<file path="src/rtl/pit_pkg.sv">
package pit_pkg;
  localparam int unsigned DATA_W   = 32;
  localparam int unsigned CNT_W    = 20;
  localparam int unsigned TALLY_W  = 12;
  localparam int unsigned PRESC_W  = 4;
  localparam int unsigned EN_BIT   = 24;
  localparam int unsigned IEN_BIT  = 25;

  typedef enum logic [1:0] {
    REG_MODE  = 2'd0,
    REG_STAT  = 2'd1,
    REG_ACK   = 2'd2,
    REG_IMAGE = 2'd3
  } reg_sel_e;
endpackage

</file>
<file path="src/rtl/pit_prescaler.sv">
module pit_prescaler #(
  parameter int unsigned PRESC_W = pit_pkg::PRESC_W
) (
  input  logic clk_i,
  input  logic rst_ni,
  input  logic run_i,
  output logic tick_o
);
  localparam logic [PRESC_W-1:0] LAST = {PRESC_W{1'b1}};

  logic [PRESC_W-1:0] div_q;

  always_ff @(posedge clk_i or negedge rst_ni) begin
    if (!rst_ni)     div_q <= '0;
    else if (run_i)  div_q <= div_q + 1'b1;
    else             div_q <= '0;
  end

  assign tick_o = run_i && (div_q == LAST);

  // ticks are never back to back
  a_r3_tick_spacing: assert property (@(posedge clk_i) disable iff (!rst_ni)
    tick_o |=> !tick_o);
  // idle counter means no tick on the following cycle
  a_r3_idle_no_tick: assert property (@(posedge clk_i) disable iff (!rst_ni)
    !run_i |=> !tick_o);
endmodule

</file>
<file path="src/rtl/pit_counter.sv">
module pit_counter #(
  parameter int unsigned CNT_W   = pit_pkg::CNT_W,
  parameter int unsigned TALLY_W = pit_pkg::TALLY_W
) (
  input  logic               clk_i,
  input  logic               rst_ni,
  input  logic               tick_i,
  input  logic [CNT_W-1:0]   piv_i,
  input  logic               ack_i,
  output logic [CNT_W-1:0]   cnt_o,
  output logic [TALLY_W-1:0] tally_o,
  output logic               status_o,
  output logic               wrap_o
);
  localparam logic [TALLY_W-1:0] TALLY_MAX = {TALLY_W{1'b1}};

  logic [CNT_W-1:0]   cnt_q;
  logic [TALLY_W-1:0] tally_q, tally_base;
  logic               status_q;

  assign wrap_o     = tick_i && (cnt_q == piv_i);
  assign tally_base = ack_i ? '0 : tally_q;

  always_ff @(posedge clk_i or negedge rst_ni) begin
    if (!rst_ni) begin
      cnt_q    <= '0;
      tally_q  <= '0;
      status_q <= 1'b0;
    end else begin
      if (wrap_o)      cnt_q <= '0;
      else if (tick_i) cnt_q <= cnt_q + 1'b1;
      // a wrap on the acknowledge edge survives the acknowledge
      if (wrap_o && tally_base != TALLY_MAX) tally_q <= tally_base + 1'b1;
      else                                   tally_q <= tally_base;
      status_q <= wrap_o | (status_q & ~ack_i);
    end
  end

  assign cnt_o    = cnt_q;
  assign tally_o  = tally_q;
  assign status_o = status_q;

  a_r4_wrap_zero: assert property (@(posedge clk_i) disable iff (!rst_ni)
    wrap_o |=> (cnt_q == '0) && status_q);
  a_r5_saturate: assert property (@(posedge clk_i) disable iff (!rst_ni)
    (tally_q == TALLY_MAX) && !ack_i |=> tally_q == TALLY_MAX);
  a_r6_ack_clears: assert property (@(posedge clk_i) disable iff (!rst_ni)
    ack_i && !wrap_o |=> !status_q && (tally_q == '0));
  a_r6_ack_keeps_wrap: assert property (@(posedge clk_i) disable iff (!rst_ni)
    ack_i && wrap_o |=> status_q && (tally_q == 1));
  a_r3_no_tick_hold: assert property (@(posedge clk_i) disable iff (!rst_ni)
    !tick_i |=> $stable(cnt_q));
endmodule

</file>
<file path="src/rtl/pit_regs.sv">
module pit_regs
  import pit_pkg::*;
#(
  parameter int unsigned CNT_W   = pit_pkg::CNT_W,
  parameter int unsigned TALLY_W = pit_pkg::TALLY_W
) (
  input  logic               clk_i,
  input  logic               rst_ni,
  input  logic               sel_i,
  input  logic               we_i,
  input  logic [3:0]         addr_i,
  input  logic [DATA_W-1:0]  wdata_i,
  input  logic [CNT_W-1:0]   cnt_i,
  input  logic [TALLY_W-1:0] tally_i,
  input  logic               status_i,
  output logic [CNT_W-1:0]   piv_o,
  output logic               en_o,
  output logic               ien_o,
  output logic               ack_o,
  output logic               img_rd_o,
  output logic [DATA_W-1:0]  rdata_o
);
  localparam int unsigned PAD_W = DATA_W - CNT_W - TALLY_W;

  reg_sel_e           rsel;
  logic               mode_wr, rd;
  logic [CNT_W-1:0]   piv_q;
  logic               en_q, ien_q;
  logic [DATA_W-1:0]  mode_view, stat_view, cnt_view, mux;

  assign rsel     = reg_sel_e'(addr_i[3:2]);
  assign rd       = sel_i && !we_i;
  assign mode_wr  = sel_i && we_i && (rsel == REG_MODE);
  assign ack_o    = rd && (rsel == REG_ACK);
  assign img_rd_o = rd && (rsel == REG_IMAGE);

  always_ff @(posedge clk_i or negedge rst_ni) begin
    if (!rst_ni) begin
      piv_q <= '0;
      en_q  <= 1'b0;
      ien_q <= 1'b0;
    end else if (mode_wr) begin
      piv_q <= wdata_i[CNT_W-1:0];
      en_q  <= wdata_i[EN_BIT];
      ien_q <= wdata_i[IEN_BIT];
    end
  end

  always_comb begin
    mode_view          = '0;
    mode_view[CNT_W-1:0] = piv_q;
    mode_view[EN_BIT]  = en_q;
    mode_view[IEN_BIT] = ien_q;
  end

  assign stat_view = {{(DATA_W-1){1'b0}}, status_i};

  generate
    if (PAD_W > 0) begin : g_pad
      assign cnt_view = {{PAD_W{1'b0}}, tally_i, cnt_i};
    end else begin : g_nopad
      assign cnt_view = {tally_i, cnt_i};
    end
  endgenerate

  always_comb begin
    unique case (rsel)
      REG_MODE: mux = mode_view;
      REG_STAT: mux = stat_view;
      default:  mux = cnt_view;
    endcase
  end

  assign rdata_o = rd ? mux : '0;
  assign piv_o   = piv_q;
  assign en_o    = en_q;
  assign ien_o   = ien_q;

  a_r2_mode_write: assert property (@(posedge clk_i) disable iff (!rst_ni)
    mode_wr |=> (piv_q == $past(wdata_i[CNT_W-1:0])) && (en_q == $past(wdata_i[EN_BIT])));
  a_r11_no_mode_change: assert property (@(posedge clk_i) disable iff (!rst_ni)
    !mode_wr |=> $stable(piv_q) && $stable(en_q) && $stable(ien_q));
  a_r2_one_view: assert property (@(posedge clk_i) disable iff (!rst_ni)
    $onehot0({mode_wr, ack_o, img_rd_o}));
endmodule

</file>
<file path="src/rtl/pit_timer.sv">
module pit_timer
  import pit_pkg::*;
(
  input  logic              clk_i,
  input  logic              rst_ni,
  input  logic              sel_i,
  input  logic              we_i,
  input  logic [3:0]        addr_i,
  input  logic [DATA_W-1:0] wdata_i,
  output logic [DATA_W-1:0] rdata_o,
  output logic              irq_o
);
  logic [CNT_W-1:0]   piv, cnt;
  logic [TALLY_W-1:0] tally;
  logic               en, ien, ack, img_rd, status, wrap, tick, run;

  // keep running after disable until the count parks at zero
  assign run = en || (cnt != '0);

  pit_prescaler #(.PRESC_W(PRESC_W)) u_presc (
    .clk_i (clk_i),
    .rst_ni(rst_ni),
    .run_i (run),
    .tick_o(tick)
  );

  pit_counter #(.CNT_W(CNT_W), .TALLY_W(TALLY_W)) u_cnt (
    .clk_i   (clk_i),
    .rst_ni  (rst_ni),
    .tick_i  (tick),
    .piv_i   (piv),
    .ack_i   (ack),
    .cnt_o   (cnt),
    .tally_o (tally),
    .status_o(status),
    .wrap_o  (wrap)
  );

  pit_regs #(.CNT_W(CNT_W), .TALLY_W(TALLY_W)) u_regs (
    .clk_i   (clk_i),
    .rst_ni  (rst_ni),
    .sel_i   (sel_i),
    .we_i    (we_i),
    .addr_i  (addr_i),
    .wdata_i (wdata_i),
    .cnt_i   (cnt),
    .tally_i (tally),
    .status_i(status),
    .piv_o   (piv),
    .en_o    (en),
    .ien_o   (ien),
    .ack_o   (ack),
    .img_rd_o(img_rd),
    .rdata_o (rdata_o)
  );

  assign irq_o = status && ien;

  a_r7_image_quiet: assert property (@(posedge clk_i) disable iff (!rst_ni)
    img_rd && !wrap |=> $stable(status) && $stable(tally));
  a_r8_park_zero: assert property (@(posedge clk_i) disable iff (!rst_ni)
    !en && (cnt == '0) && !(sel_i && we_i) |=> cnt == '0);
  a_r9_irq_gate: assert property (@(posedge clk_i) disable iff (!rst_ni)
    !ien |-> !irq_o);
endmodule

</file>
<file path="config.mk">
export PLATFORM = sky130hd
export DESIGN_NAME = pit_timer
export DESIGN_NICKNAME = d
export VERILOG_FILES = /design/src/rtl/pit_pkg.sv /design/src/rtl/pit_prescaler.sv /design/src/rtl/pit_counter.sv /design/src/rtl/pit_regs.sv /design/src/rtl/pit_timer.sv
export SDC_FILE = /design/constraint.sdc
export NUM_CORES = 1
export LEC_CHECK = 0
export BUFFER_PORTS_ARGS = -buffer_cell sky130_fd_sc_hd__buf_2
export CAP_MARGIN = 20
export CORE_UTILIZATION = 40
export CTS_CLUSTER_SIZE = 10
export DETAILED_ROUTE_END_ITERATION = 10
export HOLD_SLACK_MARGIN = 0.15
export PLACE_DENSITY = 0.73
export SLEW_MARGIN = 20
export SYNTH_ARGS = -nofsm -noshare
export SYNTH_HDL_FRONTEND = slang
export SYNTH_SLANG_ARGS = --single-unit
</file>
<file path="constraint.sdc">
create_clock -name clk_i -period 3.3 [get_ports clk_i]
set_input_delay 0.99 -clock clk_i [delete_from_list [all_inputs] [get_ports clk_i]]
set_output_delay 0.99 -clock clk_i [all_outputs]
set_load 0.03 [all_outputs]
</file>
==> results of run 1 <==
-- sequential cells by signal (all words and copies together), names as in the netlist --
name	count
u_regs.en_o	1
u_presc.div_q	4
u_cnt.status_o	1
u_cnt.tally_o	12
u_regs.piv_o	20
u_regs.ien_o	1
u_cnt.cnt_o	20
-- worst max-delay path by stage --
stage	startpoint	end	slack [ns]	cells past startpoint
floorplan	we_i	u_cnt.tally_o[9]$_DFF_PN0_	0.007	13
global placement	we_i	u_cnt.tally_o[9]$_DFF_PN0_	-0.15	12
detailed placement	we_i	u_cnt.tally_o[4]$_DFF_PN0_	-0.19	12
CTS	we_i	u_cnt.tally_o[4]$_DFF_PN0_	0.15	12
global route	we_i	rdata_o[9]	0.10	7
finish	we_i	rdata_o[9]	0.16	7
-- cells in the final DEF (no fill, tap or decap), types with 10 or more instances in the layout --
cell type,netlist,routed
buf_2,4,60
dfrtp_1,59,59
xor2_1,26,26
a22o_1,25,25
nor2_1,25,25
mux2_2,24,24
buf_4,1,18
nand2_1,16,16
and2_1,14,14
nand3_1,13,13
xnor2_1,11,11
clkbuf_8,0,11
nor3_1,12,10
nand4_1,10,10
-- where the power goes --
group | total, W | internal (W) | switching, W
logic | 0.000237 | 0.000120 | 0.000117
clock network | 0.000755 | 0.000462 | 0.000293
registers | 0.000867 | 0.000796 | 0.0000707
-- layer usage --
layer / GRT usage / up-vias
li1: - / 1329
met2: 0.314 / 86
met4: 0.0923 / 0
met3: 0.0453 / 18
met5: 0 / -
met1: 0.257 / 1389
-- layout make-up --
cell class	instances	area (um2)
repair buffers	80	475
flip-flops and latches	59	1480
clock inverters	5	75.1
fillers	736	4090
clock buffers	11	151
inverters	4	15.0
multi-input cells	246	1760
well taps	105	131
-- per-stage QoR --
stage	power, W	cells	setup slack, ns
floorplan	0.00102	335	0.00664
global placement	0.00111	494	-0.149
detailed placement	0.00112	494	-0.191
CTS	0.00187	510	0.150
global route	0.00194	510	0.104
finish	0.00186	510	0.162
-- logic make-up (layout without fill, tap and decap cells) --
logic type / after synthesis / in the layout / synth area share
and+or+nand+nor: 128 / 128 / 0.210
DFF: 59 / 59 / 0.437
AOI/OAI and AO/OA: 52 / 52 / 0.113
xor gates and xnor gates: 37 / 37 / 0.0959
buffers and inverters: 30 / 100 / 0.0474
muxes: 25 / 25 / 0.0829
adders and majority gates: 4 / 4 / 0.0148
==> key figures, run 1 <==
Logic synthesis
  • Synth cell count leaders: dfrtp_1 (59), xor2_1 (26), a22o_1 (25), nor2_1 (25), mux2_2 (24)
  • Synth Register Bits: between 50 and 60
  • Most common cell in the netlist: dfrtp_1
  • Synth Flop Type: dfrtp_1
  • Synthesized instance count: 335
  • Async SR Flop Fraction: 1.00
  • Sequential fraction of the synthesis area: 0.437
  • Syn Std Cell Area: between 3000 and 4000 um2
  • Area leader, netlist: dfrtp_1
  • Post-synth EDFFs: 0
  • Synth area leaders: dfrtp_1 (44%), mux2_2 (8.0%), xor2_1 (6.7%)
  • Count of cell types in the netlist: 42
  • Top-area cell type share of the netlist area: 0.437
  • Synth warn: 0
  • Syn Area/Cell: slightly above 10 um2
  • Syn nets: 379

Hold path
  • Hold Path Depth: 1
  • Hold Path Sink: u_presc.div_q[0]$_DFF_PN0_
  • Hold Crit Start: u_presc.div_q[0]$_DFF_PN0_
  • HP Class: reg -> reg

Clocking
  • TritonCTS Buffers: 9
  • TritonCTS clock tree: done
  • Root Driver: clkbuf_8
  • Hold Buf Count CTS: 0
  • Post_cts resized: 0
  • Number of clock sinks: 59
  • Clock tree buffer depth: 2
  • Reg clk slew, reported paths: roughly 0.060 ns
  • Post-CTS Repair Setup Buffers: 0
  • CTS H-tree lvls: 3
  • Worst-Skew Late Latency: ~0.35 ns

Timing
  • Final hold violation count: 0
  • Max Fclk: roughly 320 MHz
  • Slew Viols, Final: 0
  • Rel. slew slack: 0.283
  • Worst-margin pin slew: between 1 and 1.5 ns
  • Final min period: ~3.1 ns
  • RSZ-0062 raised after global routing: no
  • Final Skew: 0.0144 ns
  • # setup viols final: 0
  • Part of the cycle the worst path needs: 0.951
  • Hold WS: roughly 0.46 ns
  • Setup total negative slack: 0 ns

Worst setup path
  • Most used cell, CP: buf_2
  • Critical-path top delay cell: nor3_2
  • Crit path max fanout: 21
  • Critical Path AT: roughly 2.2 ns
  • Data required time of the critical path: 2.31 ns
  • Crit path largest cell delay: roughly 0.20 ns
  • R2r setup slk: 0.55 ns
  • Worst path cell trace: buf_2 > buf_4 > nand2b_1 > nor3_2 > buf_12 > a22o_1 > buf_2
  • Worst r2r src: u_cnt.cnt_o[0]$_DFFE_PN0P_
  • Critical path class: in -> out
  • Setup crit end kind: primary output
  • Reg2reg path depth: 9
  • Critical Path Source Type: input pin
  • Reg-to-reg endpoint: u_cnt.tally_o[10]$_DFF_PN0_
  • Top delay family on crit path: buffers and inverters
  • CP bufs+invs: 4

Routing
  • WL met2: approximately 3800 um
  • Via density: 5.53
  • M1 WL: approximately 3500 um
  • WL/cell: around 16 um
  • Post-Route WL: ~8000 um
  • DRT iter0 DRCs: approximately 130
  • Post-route ant nets: 0
  • Top Metal Used: met4
  • Vias: approximately 2800
  • Detail Route met3 WL: between 300 and 400 um
  • First-pass DRT Iterations: 4
  • DR DRC count: 0

Pwr
  • VDD IR max: a little under 0.3 mV
  • Lkg Pwr: ~2 nW
  • Power per standard cell area: roughly 450 nW/um2

Final layout
  • Util after Layout: 0.500
  • Synth-to-layout area growth: 21.0%
  • Layout cells sized above 1: 0.326
  • Post-route cell area: approximately 4100 um2
  • Ant. Diodes: 0
  • Nets: 444

Global route
  • Initial antenna violation count: 0
  • GRT Overall Usage: 0.199
  • Vias in the first global route: between 2000 and 3000
  • Pin count of the biggest net entering global routing: 60
  • Global-route wire length before repair: roughly 13000 um
  • GR Overflow Total: 0

Die
  • Die outline width: 93.9 um
  • Die area: slightly below 9000 um2
  • Core Box Area: ~8000 um2
  • Ports: 73
  • Starting density of the core: 0.413
  • # rows: 33
  • Die Height: between 90 and 100 um

Run status
  • Status: finished, final reports clean

Place
  • Gpl congestion: ~0.90
  • DP HPWL: between 5000 and 6000 um
  • Area after DPL: 3860 um2
  • PortBufs: 60

Run
  • Max-cap violations: 0
(Power assumes the default switching activity.)
==> inputs of run 2 (changes only) <==
--- a/config.mk
+++ b/config.mk
@@ -5,13 +5,15 @@
 export SDC_FILE = /design/constraint.sdc
 export NUM_CORES = 1
 export LEC_CHECK = 0
-export BUFFER_PORTS_ARGS = -buffer_cell sky130_fd_sc_hd__buf_2
 export CAP_MARGIN = 20
-export CORE_UTILIZATION = 40
+export CELL_PAD_IN_SITES_DETAIL_PLACEMENT = 2
+export CELL_PAD_IN_SITES_GLOBAL_PLACEMENT = 2
+export CORE_UTILIZATION = 39
 export CTS_CLUSTER_SIZE = 10
 export DETAILED_ROUTE_END_ITERATION = 10
+export DONT_BUFFER_PORTS = 1
 export HOLD_SLACK_MARGIN = 0.15
-export PLACE_DENSITY = 0.73
+export PLACE_DENSITY = 0.89
 export SLEW_MARGIN = 20
 export SYNTH_ARGS = -nofsm -noshare
 export SYNTH_HDL_FRONTEND = slang
==> key figures, run 2 (synthesis results as in run 1) <==
Run status
  • Status: finished, final reports clean (unchanged)

Timing
  • RSZ-0062 raised after global routing: no (unchanged)
  • Final Skew: 0.0146 ns (was 0.0144 ns)
  • Part of the cycle the worst path needs: 0.977 (was 0.951)
  • Final min period: 3.22 ns (was 3.14 ns)
  • Max Fclk: 310 MHz (was 319 MHz)
  • Final hold violation count: 0 (unchanged)
  • Worst-margin pin slew: 0.968 ns (was 1.07 ns)
  • Rel. slew slack: 0.353 (was 0.283)
  • Worst setup margin: 0.0753 ns (was 0.162 ns)
  • Slew Viols, Final: 0 (unchanged)
  • # setup viols final: 0 (unchanged)
  • Setup total negative slack: 0 ns (unchanged)

Global route
  • GR Overflow Total: 0 (unchanged)
  • Initial antenna violation count: 0 (unchanged)
  • Vias in the first global route: 3308 (was 2726)
  • GRT Overall Usage: 0.329 (was 0.199)
  • Global-route wire length before repair: 20900 um (was 13500 um)
  • Pin count of the biggest net entering global routing: 60 (unchanged)

Pwr
  • Switch share: 0.289 (was 0.259)
  • Internal: 0.00134 W (was 0.00138 W)
  • Clk pwr share: 0.409 (was 0.406)
  • Gate power share: 0.122 (was 0.128)
  • Seq pwr share: 0.470 (was 0.466)
  • Power per standard cell area: 479 nW/um2 (was 455 nW/um2)
  • Lkg Pwr: 1.79 nW (was 1.97 nW)
  • VDD IR max: 0.385 mV (was 0.298 mV)
  • P_sw: 0.000545 W (was 0.000481 W)

Clocking
  • Root Driver: clkbuf_8 (unchanged)
  • Worst-Skew Late Latency: 0.36 ns (was 0.35 ns)
  • Number of clock sinks: 59 (unchanged)
  • CTS H-tree lvls: 3 (unchanged)
  • Post-CTS Repair Setup Buffers: 0 (unchanged)
  • Clock tree buffer depth: 2 (unchanged)
  • TritonCTS clock tree: done (unchanged)
  • Reg clk slew, reported paths: 0.08 ns (was 0.06 ns)
  • TritonCTS Buffers: 9 (unchanged)

Worst setup path
  • Critical path class: in -> reg (was in -> out)
  • Worst r2r src: u_cnt.cnt_o[2]$_DFFE_PN0P_ (was u_cnt.cnt_o[0]$_DFFE_PN0P_)
  • Setup crit end kind: flop (was primary output)
  • Reg-to-reg endpoint: u_cnt.tally_o[7]$_DFF_PN0_ (was u_cnt.tally_o[10]$_DFF_PN0_)
  • Reg2reg path depth: 7 (was 9)
  • R2r setup slk: 0.35 ns (was 0.55 ns)
  • Critical Path Source Type: input pin (unchanged)
  • Critical Path AT: 3.51 ns (was 2.15 ns)
  • Crit path max fanout: 15 (was 21)
  • Data required time of the critical path: 3.58 ns (was 2.31 ns)

Final layout
  • Most frequent cells in the layout: dfrtp_1 (59), buf_4 (44), xor2_1 (26), a22o_1 (25), nor2_1 (25) (was buf_2 (60), dfrtp_1 (59), xor2_1 (26), a22o_1 (25), nor2_1 (25))
  • Ant. Diodes: 0 (unchanged)
  • Synth-to-layout area growth: 16.6% (was 21.0%)
  • Layout cells sized above 1: 0.264 (was 0.326)
  • Nets: 408 (was 444)
  • Most common cell after layout, fill and taps aside: dfrtp_1 (was buf_2)

Routing
  • Vias: 2931 (was 2822)
  • Post-route ant nets: 0 (unchanged)
  • Post-Route WL: 13800 um (was 7950 um)
  • DR DRC count: 0 (unchanged)
  • WL/cell: 29.2 um (was 15.6 um)
  • DRT iter0 DRCs: 218 (was 133)
  • First-pass DRT Iterations: 4 (unchanged)
  • Via density: 6.20 (was 5.53)

Die
  • Die outline width: 95.1 um (was 93.9 um)
  • Ports: 73 (unchanged)
  • Core Box Area: 8300 um2 (was 8180 um2)
  • # rows: 33 (unchanged)
  • Starting density of the core: 0.407 (was 0.413)
  • Die area: 9040 um2 (was 8820 um2)
  • Die Height: 95.1 um (was 93.9 um)

Place
  • PortBufs: 0 (was 60)
  • DP HPWL: 8470 um (was 5730 um)
  • Pre-CTS WS: -0.215 ns (was -0.191 ns)
  • Gpl congestion: 0.774 (was 0.898)

Run
  • Max-cap violations: 0 (unchanged)

Hold path
  • HP Class: in -> async (was reg -> reg)
==> run 2: changes by cell type in the layout (fill, tap and decap cells not counted), sizes merged <==
cell,delta
buf,-36
clkbuf,-1
clkinv,-1
clkinvlp,+1
==> run 2: through the flow <==
step	hold WS, ns	area (um2)	std cells	power [W]	utilization
after CTS	0.310	3930	473	0.00189	0.474
final	0.313	3940	473	0.00189	0.475
after global placement	0.454	3720	458	0.00107	0.448
after floorplan	0.433	3390	335	0.00102	-
after detailed placement	0.469	3720	458	0.00111	0.448
after global routing	0.299	3940	473	0.00194	0.475
==> run 2: power groups by stage <==
stage	clock, W	combinational, W	sequential [W]
after global routing	0.000805	0.000242	0.000892
after CTS	0.000773	0.000230	0.000883
after floorplan	0	0.000160	0.000860
after detailed placement	0	0.000214	0.000893
final	0.000771	0.000230	0.000886
after global placement	0	0.000195	0.000879
==> run 2: worst max-delay path: stages <==
cell      delay, ns
and3b_1        0.27
nand2b_4       0.09
and2_1         0.20
ha_1           0.22
nand3_1        0.15
nor3_1         0.10
nand4_1        0.15
or4b_1         0.47
buf_4          0.21
or4_1          0.46
a21oi_2        0.20
==> run 2: timing repair <==
action,in CTS,in global routing
endpoints found under the hold margin,0,0
hold buffers,0,0
gates resized for setup,0,2
endpoints found under the setup margin,0,2
==> run 2: metal layers <==
layer  global-route usage  wire length [um]  up-vias
li1                     -                 -     1246
met1                0.413              5510     1508
met2                0.528              6890      143
met3               0.0781               891       34
met4                0.162               537        0
met5                    0                 0        -
==> run 2: area by class of cell <==
class	instances	area, um2
Timing Repair Buffer	44	330
Tap cell	105	131
Sequential cell	59	1480
Clock buffer	10	138
Fill cell	842	4360
Inverter	4	15.0
Clock inverter	5	77.6
Multi-Input combinational cell	246	1770
==> run 2: worst max path at each step <==
stage	start	end	slack, ns
3_3_place_gp	we_i	u_cnt.tally_o[8]$_DFF_PN0_	0.007
2_1_floorplan	we_i	u_cnt.tally_o[9]$_DFF_PN0_	0.007
4_1_cts	we_i	u_cnt.tally_o[7]$_DFF_PN0_	0.04
6_report	we_i	u_cnt.tally_o[7]$_DFF_PN0_	0.08
5_1_grt	we_i	u_cnt.tally_o[7]$_DFF_PN0_	0.02
3_5_place_dp	we_i	u_cnt.tally_o[8]$_DFF_PN0_	-0.22
==> inputs of run 3 (changes only) <==
--- a/config.mk
+++ b/config.mk
@@ -5,15 +5,15 @@
 export SDC_FILE = /design/constraint.sdc
 export NUM_CORES = 1
 export LEC_CHECK = 0
+export BUFFER_PORTS_ARGS = -buffer_cell sky130_fd_sc_hd__buf_2
 export CAP_MARGIN = 20
 export CELL_PAD_IN_SITES_DETAIL_PLACEMENT = 2
 export CELL_PAD_IN_SITES_GLOBAL_PLACEMENT = 2
-export CORE_UTILIZATION = 39
+export CORE_UTILIZATION = 34
 export CTS_CLUSTER_SIZE = 10
 export DETAILED_ROUTE_END_ITERATION = 10
-export DONT_BUFFER_PORTS = 1
 export HOLD_SLACK_MARGIN = 0.15
-export PLACE_DENSITY = 0.89
+export PLACE_DENSITY = 0.91
 export SLEW_MARGIN = 20
 export SYNTH_ARGS = -nofsm -noshare
 export SYNTH_HDL_FRONTEND = slang
==> key figures, run 3 (synthesis results as in run 1) <==
Final layout
  • Area of the multi-input gates: 1780 um2 (was 1770 um2)
  • Register area: 1480 um2 (unchanged)
  • Layout cells sized above 1: 0.330 (was 0.264)
  • Nets: 442 (was 408)
  • Most frequent cells in the layout: buf_2 (60), dfrtp_1 (59), xor2_1 (26), a22o_1 (25), nor2_1 (25) (was dfrtp_1 (59), buf_4 (44), xor2_1 (26), a22o_1 (25), nor2_1 (25))
  • Post-route cell area: 4110 um2 (was 3940 um2)
  • Synth-to-layout area growth: 21.5% (was 16.6%)
  • Ant. Diodes: 0 (unchanged)
  • Fill count: 1036 (was 842)
  • Most common cell after layout, fill and taps aside: buf_2 (was dfrtp_1)

Global route
  • Pin count of the biggest net entering global routing: 60 (unchanged)
  • Initial antenna violation count: 0 (unchanged)
  • Global-route wire length before repair: 20700 um (was 20900 um)
  • Vias in the first global route: 3517 (was 3308)
  • GR Overflow Total: 0 (unchanged)
  • GRT Overall Usage: 0.277 (was 0.329)

Place
  • DP HPWL: 8510 um (was 8470 um)
  • PortBufs: 60 (was 0)
  • Gpl congestion: 0.801 (was 0.774)
  • Area after DPL: 3890 um2 (was 3720 um2)

Pwr
  • Power per standard cell area: 458 nW/um2 (was 479 nW/um2)
  • VDD IR max: 0.328 mV (was 0.385 mV)
  • Lkg Pwr: 1.95 nW (was 1.79 nW)

Routing
  • Post-Route WL: 13300 um (was 13800 um)
  • Vias: 3029 (was 2931)
  • Post-route ant nets: 0 (unchanged)
  • First-pass DRT Iterations: 4 (unchanged)
  • DR DRC count: 0 (unchanged)
  • DRT iter0 DRCs: 177 (was 218)
  • Via density: 5.65 (was 6.20)
  • WL/cell: 24.9 um (was 29.2 um)

Die
  • # rows: 36 (was 33)
  • Ports: 73 (unchanged)
  • Die outline width: 102 um (was 95.1 um)
  • Die Height: 102 um (was 95.1 um)
  • Starting density of the core: 0.349 (was 0.407)
  • Core Box Area: 9680 um2 (was 8300 um2)
  • Die area: 10300 um2 (was 9040 um2)

Clocking
  • Hold Buf Count CTS: 0 (unchanged)
  • Worst-Skew Late Latency: 0.36 ns (about the same)
  • CTS H-tree lvls: 3 (unchanged)
  • TritonCTS Buffers: 9 (unchanged)
  • Number of clock sinks: 59 (unchanged)
  • Clock tree buffer depth: 2 (unchanged)
  • TritonCTS clock tree: done (unchanged)
  • Root Driver: clkbuf_8 (unchanged)
  • Reg clk slew, reported paths: 0.07 ns (was 0.08 ns)

Worst setup path
  • Data required time of the critical path: 2.31 ns (was 3.58 ns)
  • Critical path class: in -> out (was in -> reg)
  • Most used cell, CP: buf_2
  • Crit path largest cell delay: 0.22 ns (was 0.47 ns)
  • Critical-path top delay cell: buf_2 (was or4b_1)
  • Crit path max fanout: 21 (was 15)
  • Setup crit end kind: primary output (was flop)
  • Worst path cell trace: buf_2 > buf_4 > nand2b_1 > nor3_2 > buf_12 > a22o_1 > buf_2 (was and3b_1 > nand2b_4 > and2_1 > ha_1 > nand3_1 > nor3_1 > nand4_1 > or4b_1 > buf_4 > or4_1 > a21oi_2)
  • Critical Path AT: 2.23 ns (was 3.51 ns)
  • Critical Path Source Type: input pin (unchanged)

Timing
  • Slew Viols, Final: 0 (unchanged)
  • Final Skew: 0.00874 ns (was 0.0146 ns)
  • Part of the cycle the worst path needs: 0.976 (was 0.977)
  • Hold WS: 0.520 ns (was 0.313 ns)
  • Final hold violation count: 0 (unchanged)
  • # setup viols final: 0 (unchanged)
  • Worst-margin pin slew: 0.749 ns (was 0.968 ns)
  • RSZ-0062 raised after global routing: no (unchanged)
  • Rel. slew slack: 0.500 (was 0.353)
  • Max Fclk: 311 MHz (was 310 MHz)
  • Setup total negative slack: 0 ns (unchanged)
  • Final min period: 3.22 ns (about the same)

Hold path
  • HP Class: reg -> reg (was in -> async)

Run status
  • Status: finished, final reports clean (unchanged)

Run
  • Max-cap violations: 0 (unchanged)
run 3: cell count changes in the layout (fill, tap and decap cells not counted), sizes merged:
cell    change
buf        +34
bufinv      -1
clkbuf      +2
run 3: area by class of cell:
cell class	instances	share of cell area
Clock inverter	4	0.0116
Tap cell	133	0.0405
Timing Repair Buffer	78	0.112
Multi-Input combinational cell	246	0.432
Sequential cell	59	0.360
Inverter	4	0.00366
Clock buffer	12	0.0402
run 3: routing by layer:
metal  GRT usage  routed length (um)
met1       0.315                5160
met4       0.142                 525
met5           0                   0
met3      0.0697                 594
met2       0.480                7060
run 3: through the flow:
step / util / setup WS [ns] / total power, W / std cells
6_report: 0.424 / 0.0807 / 0.00188 / 536
5_1_grt: 0.424 / 0.0465 / 0.00194 / 536
4_1_cts: 0.423 / 0.0334 / 0.00189 / 537
3_5_place_dp: 0.401 / -0.250 / 0.00114 / 521
3_3_place_gp: 0.401 / -0.0787 / 0.00111 / 521
2_1_floorplan: - / 0.00664 / 0.00102 / 335
run 3: worst max-delay path, delay by kind of cell:
family                 cells  cell delay (ns)
buffers and inverters      4             0.66
AND/OR/NAND/NOR            2             0.38
AO/OA/AOI/OAI              1             0.19
run 3: where the power goes:
part	switching (W)	leakage [nW]	internal, W
clock	0.000323	0.108	0.000408
sequential	0.0000890	0.778	0.000796
combinational	0.000145	1.06	0.000122
run 3: final timing paths:
kind                                            startpoint                          end  slack, ns  cells past startpoint
worst max-delay path                                  we_i                   rdata_o[9]       0.08                      7
worst min-delay path            u_presc.div_q[0]$_DFF_PN0_   u_presc.div_q[0]$_DFF_PN0_       0.52                      1
worst max register to register  u_cnt.cnt_o[1]$_DFFE_PN0P_   u_cnt.tally_o[8]$_DFF_PN0_       0.59                      8
worst min register to register  u_presc.div_q[0]$_DFF_PN0_   u_presc.div_q[0]$_DFF_PN0_       0.52                      1
max in group asynchronous                           rst_ni      u_regs.en_o$_DFFE_PN0P_       2.37                      2
min in group asynchronous                           rst_ni  u_cnt.cnt_o[16]$_DFFE_PN0P_       0.61                      2
run 3: repair_timing:
item,CTS,global route
resized for setup,0,4
endpoints found under the setup margin,0,4
setup buffers,0,0
